--- src/rtl/conv_sequencer.sv ---
module conv_sequencer #(
  parameter int SLOTS = 16,
  parameter int CH_W  = 4,
  parameter int REF_W = 3,
  parameter int RES_W = 12,
  parameter int DW    = 16
) (
  input  logic                       clk,
  input  logic                       rst_n,
  input  logic                       reg_wr,
  input  logic                       reg_rd,
  input  logic [$clog2(SLOTS)+1:0]   reg_addr,
  input  logic [DW-1:0]              reg_wdata,
  output logic [DW-1:0]              reg_rdata,
  input  logic                       enable,
  input  logic [1:0]                 mode,
  input  logic [$clog2(SLOTS)-1:0]   start_addr,
  input  logic                       multi_sample,
  input  logic                       pulse_sampling,
  input  logic                       sw_start,
  input  logic                       hw_trig,
  output logic                       conv_start,
  output logic [CH_W-1:0]            conv_chan,
  output logic [REF_W-1:0]           conv_ref,
  input  logic                       conv_done,
  input  logic [RES_W-1:0]           conv_result,
  output logic                       busy,
  output logic                       irq,
  output logic                       overflow
);
  localparam int PW = $clog2(SLOTS);
  localparam int CW = CH_W + REF_W + 1;
  localparam logic [PW+1:0] A_FLG = (PW+2)'(2*SLOTS);
  localparam logic [PW+1:0] A_OVF = (PW+2)'(2*SLOTS + 1);
  localparam logic [PW+1:0] A_IE  = (PW+2)'(2*SLOTS + 2);
  localparam logic [1:0] M_ONE = 2'd0, M_SEQ = 2'd1, M_REP_ONE = 2'd2, M_REP_SEQ = 2'd3;

  typedef enum logic [1:0] {S_IDLE, S_CONV, S_WAIT} st_t;

  st_t            state;
  logic [CW-1:0]    ctrl [SLOTS];
  logic [RES_W-1:0] res  [SLOTS];
  logic [SLOTS-1:0] flags, ie;
  logic [PW-1:0]    ptr, start_q, nxt_ptr, rd_idx;
  logic [1:0]       cur_mode;
  logic             auto_q, armed, trig_q, ovf_q, cs_q;
  logic             trig_rise, go, abort, wr_res, cur_eos, finish, rd_res, cfg_ok;

  assign trig_rise = hw_trig & ~trig_q;
  assign cur_eos   = ctrl[ptr][CW-1];
  assign go        = (state == S_IDLE) && enable && (sw_start || (trig_rise && armed));
  assign abort     = (state != S_IDLE) && !enable && (mode == M_ONE || cur_mode == M_ONE);
  assign wr_res    = (state == S_CONV) && conv_done && !abort;
  assign rd_res    = reg_rd && (reg_addr[PW+1:PW] == 2'b01);
  assign rd_idx    = reg_addr[PW-1:0];
  assign cfg_ok    = reg_wr && !enable;

  assign conv_start = cs_q;
  assign conv_chan  = ctrl[ptr][CH_W-1:0];
  assign conv_ref   = ctrl[ptr][CW-2:CH_W];
  assign busy       = (state != S_IDLE);
  assign irq        = |(flags & ie);
  assign overflow   = ovf_q;

  always_comb begin
    finish  = 1'b1;
    nxt_ptr = ptr;
    case (cur_mode)
      M_ONE:     finish = 1'b1;
      M_SEQ:     begin finish = cur_eos; nxt_ptr = ptr + PW'(1); end
      M_REP_ONE: finish = !enable;
      default:   begin
        finish  = cur_eos && !enable;
        nxt_ptr = cur_eos ? start_q : ptr + PW'(1);
      end
    endcase
  end

  always_ff @(posedge clk or negedge rst_n) begin
    if (!rst_n) begin
      state    <= S_IDLE;
      ptr      <= '0;
      start_q  <= '0;
      cur_mode <= M_ONE;
      auto_q   <= 1'b0;
      cs_q     <= 1'b0;
      armed    <= 1'b1;
      trig_q   <= 1'b0;
    end else begin
      cs_q   <= 1'b0;
      trig_q <= hw_trig;
      if (!enable) armed <= 1'b1;
      else if (go && !sw_start) armed <= 1'b0;
      case (state)
        S_IDLE: if (go) begin
          ptr      <= start_addr;
          start_q  <= start_addr;
          cur_mode <= mode;
          auto_q   <= multi_sample && pulse_sampling && (mode != M_ONE);
          cs_q     <= 1'b1;
          state    <= S_CONV;
        end
        S_CONV: begin
          if (abort) state <= S_IDLE;
          else if (conv_done) begin
            if (finish) state <= S_IDLE;
            else begin
              ptr <= nxt_ptr;
              if (auto_q) cs_q <= 1'b1;
              else state <= S_WAIT;
            end
          end
        end
        S_WAIT: begin
          if (abort || (cur_mode == M_REP_ONE && !enable)) state <= S_IDLE;
          else if (sw_start || trig_rise) begin
            cs_q  <= 1'b1;
            state <= S_CONV;
          end
        end
        default: state <= S_IDLE;
      endcase
    end
  end

  always_ff @(posedge clk or negedge rst_n) begin
    if (!rst_n) begin
      for (int i = 0; i < SLOTS; i++) begin
        ctrl[i] <= '0;
        res[i]  <= '0;
      end
      flags <= '0;
      ie    <= '0;
      ovf_q <= 1'b0;
    end else begin
      if (cfg_ok && reg_addr[PW+1:PW] == 2'b00) ctrl[rd_idx] <= reg_wdata[CW-1:0];
      if (cfg_ok && reg_addr == A_IE) ie <= reg_wdata[SLOTS-1:0];
      if (wr_res) res[ptr] <= conv_result;
      for (int i = 0; i < SLOTS; i++) begin
        if (wr_res && ptr == PW'(i)) flags[i] <= 1'b1;
        else if (rd_res && rd_idx == PW'(i)) flags[i] <= 1'b0;
      end
      if (wr_res && flags[ptr] && !(rd_res && rd_idx == ptr)) ovf_q <= 1'b1;
      else if (reg_rd && reg_addr == A_OVF) ovf_q <= 1'b0;
    end
  end

  always_comb begin
    reg_rdata = '0;
    case (reg_addr[PW+1:PW])
      2'b00: reg_rdata = DW'(ctrl[rd_idx]);
      2'b01: reg_rdata = DW'(res[rd_idx]);
      default: begin
        if (reg_addr == A_FLG) reg_rdata = DW'(flags);
        else if (reg_addr == A_OVF) reg_rdata = DW'(ovf_q);
        else if (reg_addr == A_IE) reg_rdata = DW'(ie);
      end
    endcase
  end

  // a run begins at the requested entry with a strobe
  a_r2_first_entry: assert property (@(posedge clk) disable iff (!rst_n)
    go |=> (conv_start && ptr == $past(start_addr)));

  // sequence modes step to the next entry, wrapping at the top
  a_r4_wrap_advance: assert property (@(posedge clk) disable iff (!rst_n)
    (wr_res && cur_mode[0] && !cur_eos) |=> (ptr == $past(ptr) + PW'(1)));

  // repeat-one never leaves its entry
  a_r5_same_slot: assert property (@(posedge clk) disable iff (!rst_n)
    (busy && cur_mode == M_REP_ONE) |-> (ptr == start_q));

  // single conversion abandoned immediately
  a_r8_single_abort: assert property (@(posedge clk) disable iff (!rst_n)
    (busy && !enable && cur_mode == M_ONE) |=> !busy);

  // mode zero plus enable low halts anything
  a_r9_forced_stop: assert property (@(posedge clk) disable iff (!rst_n)
    (busy && !enable && mode == M_ONE) |=> !busy);

  // a stored result raises its flag; an unread rewrite raises overflow
  a_r10_flag_set: assert property (@(posedge clk) disable iff (!rst_n)
    wr_res |=> flags[$past(ptr)]);
  a_r10_overflow: assert property (@(posedge clk) disable iff (!rst_n)
    (wr_res && flags[ptr] && !(rd_res && rd_idx == ptr)) |=> overflow);

  // entries are frozen while enabled
  a_r11_cfg_locked: assert property (@(posedge clk) disable iff (!rst_n)
    (reg_wr && enable && reg_addr[PW+1:PW] == 2'b00)
      |=> (ctrl[$past(rd_idx)] == $past(ctrl[rd_idx])));
endmodule

--- config.mk ---
export PLATFORM = sky130hd
export DESIGN_NAME = conv_sequencer
export DESIGN_NICKNAME = d
export VERILOG_FILES = /design/src/rtl/conv_sequencer.sv
export SDC_FILE = /design/constraint.sdc
export NUM_CORES = 1
export LEC_CHECK = 0
export ABC_AREA = 0
export BUFFER_PORTS_ARGS = -buffer_cell sky130_fd_sc_hd__buf_2
export CAP_MARGIN = 20
export CORE_ASPECT_RATIO = 1.25
export CORE_MARGIN = 4
export CORE_UTILIZATION = 25
export CTS_CLUSTER_DIAMETER = 120
export DETAILED_ROUTE_END_ITERATION = 8
export MAX_ROUTING_LAYER = met4
export PLACE_DENSITY = 0.39
export SYNTH_ARGS = -nofsm -noshare
export SYNTH_HDL_FRONTEND = slang
export SYNTH_SLANG_ARGS = --single-unit
--- constraint.sdc ---
create_clock -name clk -period 2.5 [get_ports clk]
set_clock_uncertainty 0.05 [all_clocks]
set_input_delay 0.125 -clock clk [delete_from_list [all_inputs] [get_ports clk]]
set_output_delay 0.125 -clock clk [all_outputs]
set_load 0.05 [all_outputs]
==> metrics.md <==
| Metric | Value |
|---|---|
| Most used cell, CP | mux4_2 |
| Period utilization | 1.20 |
| Clock Path Buffers | 3 |
| Area of the multi-input gates | between 8000 and 9000 sq um |
| Fin crit period | between 3 and 4 ns |
| Final Hold Fails | 0 |
| Setup WS post-layout | -0.502 ns |
| DR pass1 iterations | 5 |
| Average wire per standard cell | 24.5 um |
| Die area | 77200 sq um |
| Max-cap check violation count | 0 |
| Die X | 249 um |
| Failing checks | negative setup slack |
| Crit path launch type | flip-flop |
| Slew headroom | 0.527 |
| Gpl congestion | 0.794 |
| Die height | 310 um |
| Hold depth | 2 |
| CP Capture Type | primary output |
| Sequential fraction of the synthesis area | 0.507 |
| HP Start | reg_wdata[6] |
| Gr ovfl total | 0 |
| R2R Path Start | ptr[0] |
| Number of synthesized flops with an enable pin | 0 |
| Max VDD drop | 0.607 mV |
| Skew-Pair Late Insertion Delay | 0.58 ns |
| Total Wirelength | slightly below 60000 um |
| Total track usage | 0.154 |
| Outcome | complete, but fails checks |
| NumNets Final | roughly 1400 |
| Most used DFF post-synth | dfrtp_1 |
| Via count | about 11000 |
| Largest net degree at the start of global routing | between 100 and 150 |
| Netlist cell types | 60 |
| Initial antenna violation count | 3 |
| R2R cell count | 9 |
| Clock Tree Root | clkbuf_16 |
| Core Box Area | 72100 sq um |
| Worst path slowest cell | mux4_2 |
| Hold crit path type | input port to flip-flop |
| Place WS | -0.131 ns |
| Syn_area_per_cell | 15.3 sq um |
| H-Tree Depth | 2 |
| Port bufs | 76 |
| Mapped cell area | 18200 sq um |
| Area after DPL | around 21000 sq um |
| DP Wirelength | between 30000 and 40000 um |
| Largest stage delay, worst path | about 0.54 ns |
| Ports | 77 |
| Clock sink total | 369 |
| Setup slack, reg-to-reg | 0.12 ns |
| Yosys warnings | 0 |
| Final non-filler cell total | 2367 |
| Site Rows | 110 |
| Worst path bufs/invs | 1 |
| Critical path arrival | around 2.8 ns |
| Yosys reg bits | about 370 |
| Final Max Tran Viols | 0 |
| Storage cell area | 9240 sq um |
| Post-DRT Antenna Nets | 0 |
| Fin util | 0.315 |
| Fmax achieved | 0.333 GHz |
| Gate Count Post-Synth | 1189 |
| Via density | 4.82 |
| P_leak | 10.4 nW |
| Slew of the pin with the lowest slew margin | 0.709 ns |
| CTS tree | built |
| Crit path max-delay family | multiplexers |
| Clk slew on worst S/H paths | ~0.060 ns |
| First-pass GRT wire length | between 80000 and 90000 um |
| CP max FO | 2 |
| WHS Endpoint | ie[6] |
| RSZ-0062 raised after global routing | yes |
| Initial DRC Count | 473 |
| Post-Place Cells | 2238 |
| R2r endpoint | ptr[3] |
| PD cells | 838 nW/um^2 |
| Post-synth ARST share | 1.00 |
| Syn_nets | 1243 |
| Tot Pwr | 19.1 mW |
| Vias in the first global route | 12600 |
| Hold Slack | 0.0260 ns |
| Fin Setup TNS | -5.93 ns |
| Crit path kind | flip-flop to primary output |
| Fraction of layout cells with a size suffix above 1 | 0.527 |
| Layout area overhead | 24.9% |
| Initial Util | 0.252 |
| Fillers | 7236 |
| TritonCTS Buffers | 43 |
| # setup viols final | 19 |
| Crit path cell chain | mux4_2 -> mux4_2 -> a22o_4 -> a221o_1 -> buf_12 |
| DRC Markers | 0 |
| Design Area, Final | 22700 sq um |
| CP Data Required Time | approximately 2.3 ns |
==> cells in the final DEF, fill, tap and decap left out, types with 10 or more instances in the layout <==
cell           synthesis  routed
mux2_1                22      22
clkbuf_16              0      44
dlygate4sd3_1          0      39
buf_2                 34      54
a22o_1                15      12
mux2_2               314     314
nand2_1               47      44
nand3_1               11      11
nor2_2                 1      12
dfrtp_1              368     366
buf_6                  4      15
nor2_1                26      15
buf_12                 1      40
inv_1                 13      13
clkbuf_1              38      12
buf_4                  1      79
mux4_2               132     135
nand2b_1              11      11
o21ai_0               34      34
a21oi_1               10      10
==> power by group <==
part	switching (mW)	total, mW	internal, mW	leakage (nW)
sequential	0.837	7.90	7.06	5.04
clock	2.65	6.15	3.50	0.667
combinational	2.42	5.01	2.59	4.65
==> registers in the layout (all words and copies together), names as in the netlist, 2 cells and up <==
| name | count |
|---|---|
| ptr | 4 |
| ctrl | 128 |
| res | 192 |
| ie | 16 |
| state | 2 |
| flags | 16 |
| cur_mode | 2 |
| start_q | 4 |
==> cell usage after synthesis (all sizes together) (11+ instances only) <==
| master | number | area [sq um] |
|---|---|---|
| dfrtp | 368 | 9210 |
| mux2 | 336 | 3780 |
| mux4 | 141 | 3210 |
| nand2 | 48 | 183 |
| buf | 46 | 277 |
| o21ai | 39 | 195 |
| clkbuf | 38 | 143 |
| nor2 | 28 | 115 |
| a22o | 15 | 131 |
| inv | 13 | 48.8 |
| nand2b | 11 | 68.8 |
| nand3 | 11 | 55.1 |
==> per-layer routing <==
layer	routed length, um	share of wire	GRT usage	up-vias
met2	30500	0.53	0.273	187
li1	-	-	-	4954
met4	1450	0.025	0.0436	0
met5	0	0	-	-
met3	1740	0.030	0.0224	72
met1	24300	0.42	0.185	6207
==> cells by family after synthesis <==
kind of cell             synth area share
AO/OA/AOI/OAI                      0.0391
multiplexers                        0.388
adder cells (fa/ha/maj)           0.00275
XOR/XNOR                          0.00289
flip-flops                          0.507
buffers and inverters              0.0257
AND/OR/NAND/NOR                    0.0342
==> area by class of cell <==
class,count,area share
multi-input combinational,723,0.378
clock buffer,62,0.0535
tap,952,0.0524
clock inverter,13,0.00589
sequential,369,0.406
antenna,3,0.000330
inverter,13,0.00215
timing repair buffer,232,0.101
==> repair_timing <==
item	4_1_cts	5_1_grt
pin swaps	9	1
hold buffers	40	0
gates resized for setup	45	14
setup endpoints to repair	19	44
gates cloned	2	1
endpoints found under the hold margin	656	0
buffers inserted	10	1
==> worst max-delay path by stage <==
| stage | start | to | slack (ns) | cells after the start |
|---|---|---|---|---|
| 6_report | res[53] | reg_rdata[5] | -0.50 | 5 |
| 5_1_grt | ctrl[36] | reg_rdata[4] | -0.56 | 5 |
| 4_1_cts | ctrl[36] | reg_rdata[4] | -0.56 | 5 |
| 3_5_place_dp | reg_addr[0] | reg_rdata[7] | -0.13 | 8 |
| 3_3_place_gp | reg_addr[0] | reg_rdata[1] | -0.13 | 8 |
| 2_1_floorplan | ptr[0] | conv_chan[0] | 0.04 | 5 |
==> worst register-to-register path, stage by stage, from the launching register on <==
cell	delay (ns)
dfrtp_4	0.58
buf_6	0.19
buf_4	0.16
mux2i_1	0.13
a32oi_1	0.28
and3_1	0.29
o21ai_2	0.08
buf_4	0.15
a211o_1	0.24
a22oi_1	0.14
Note: power is estimated with default switching activity, not from simulation.
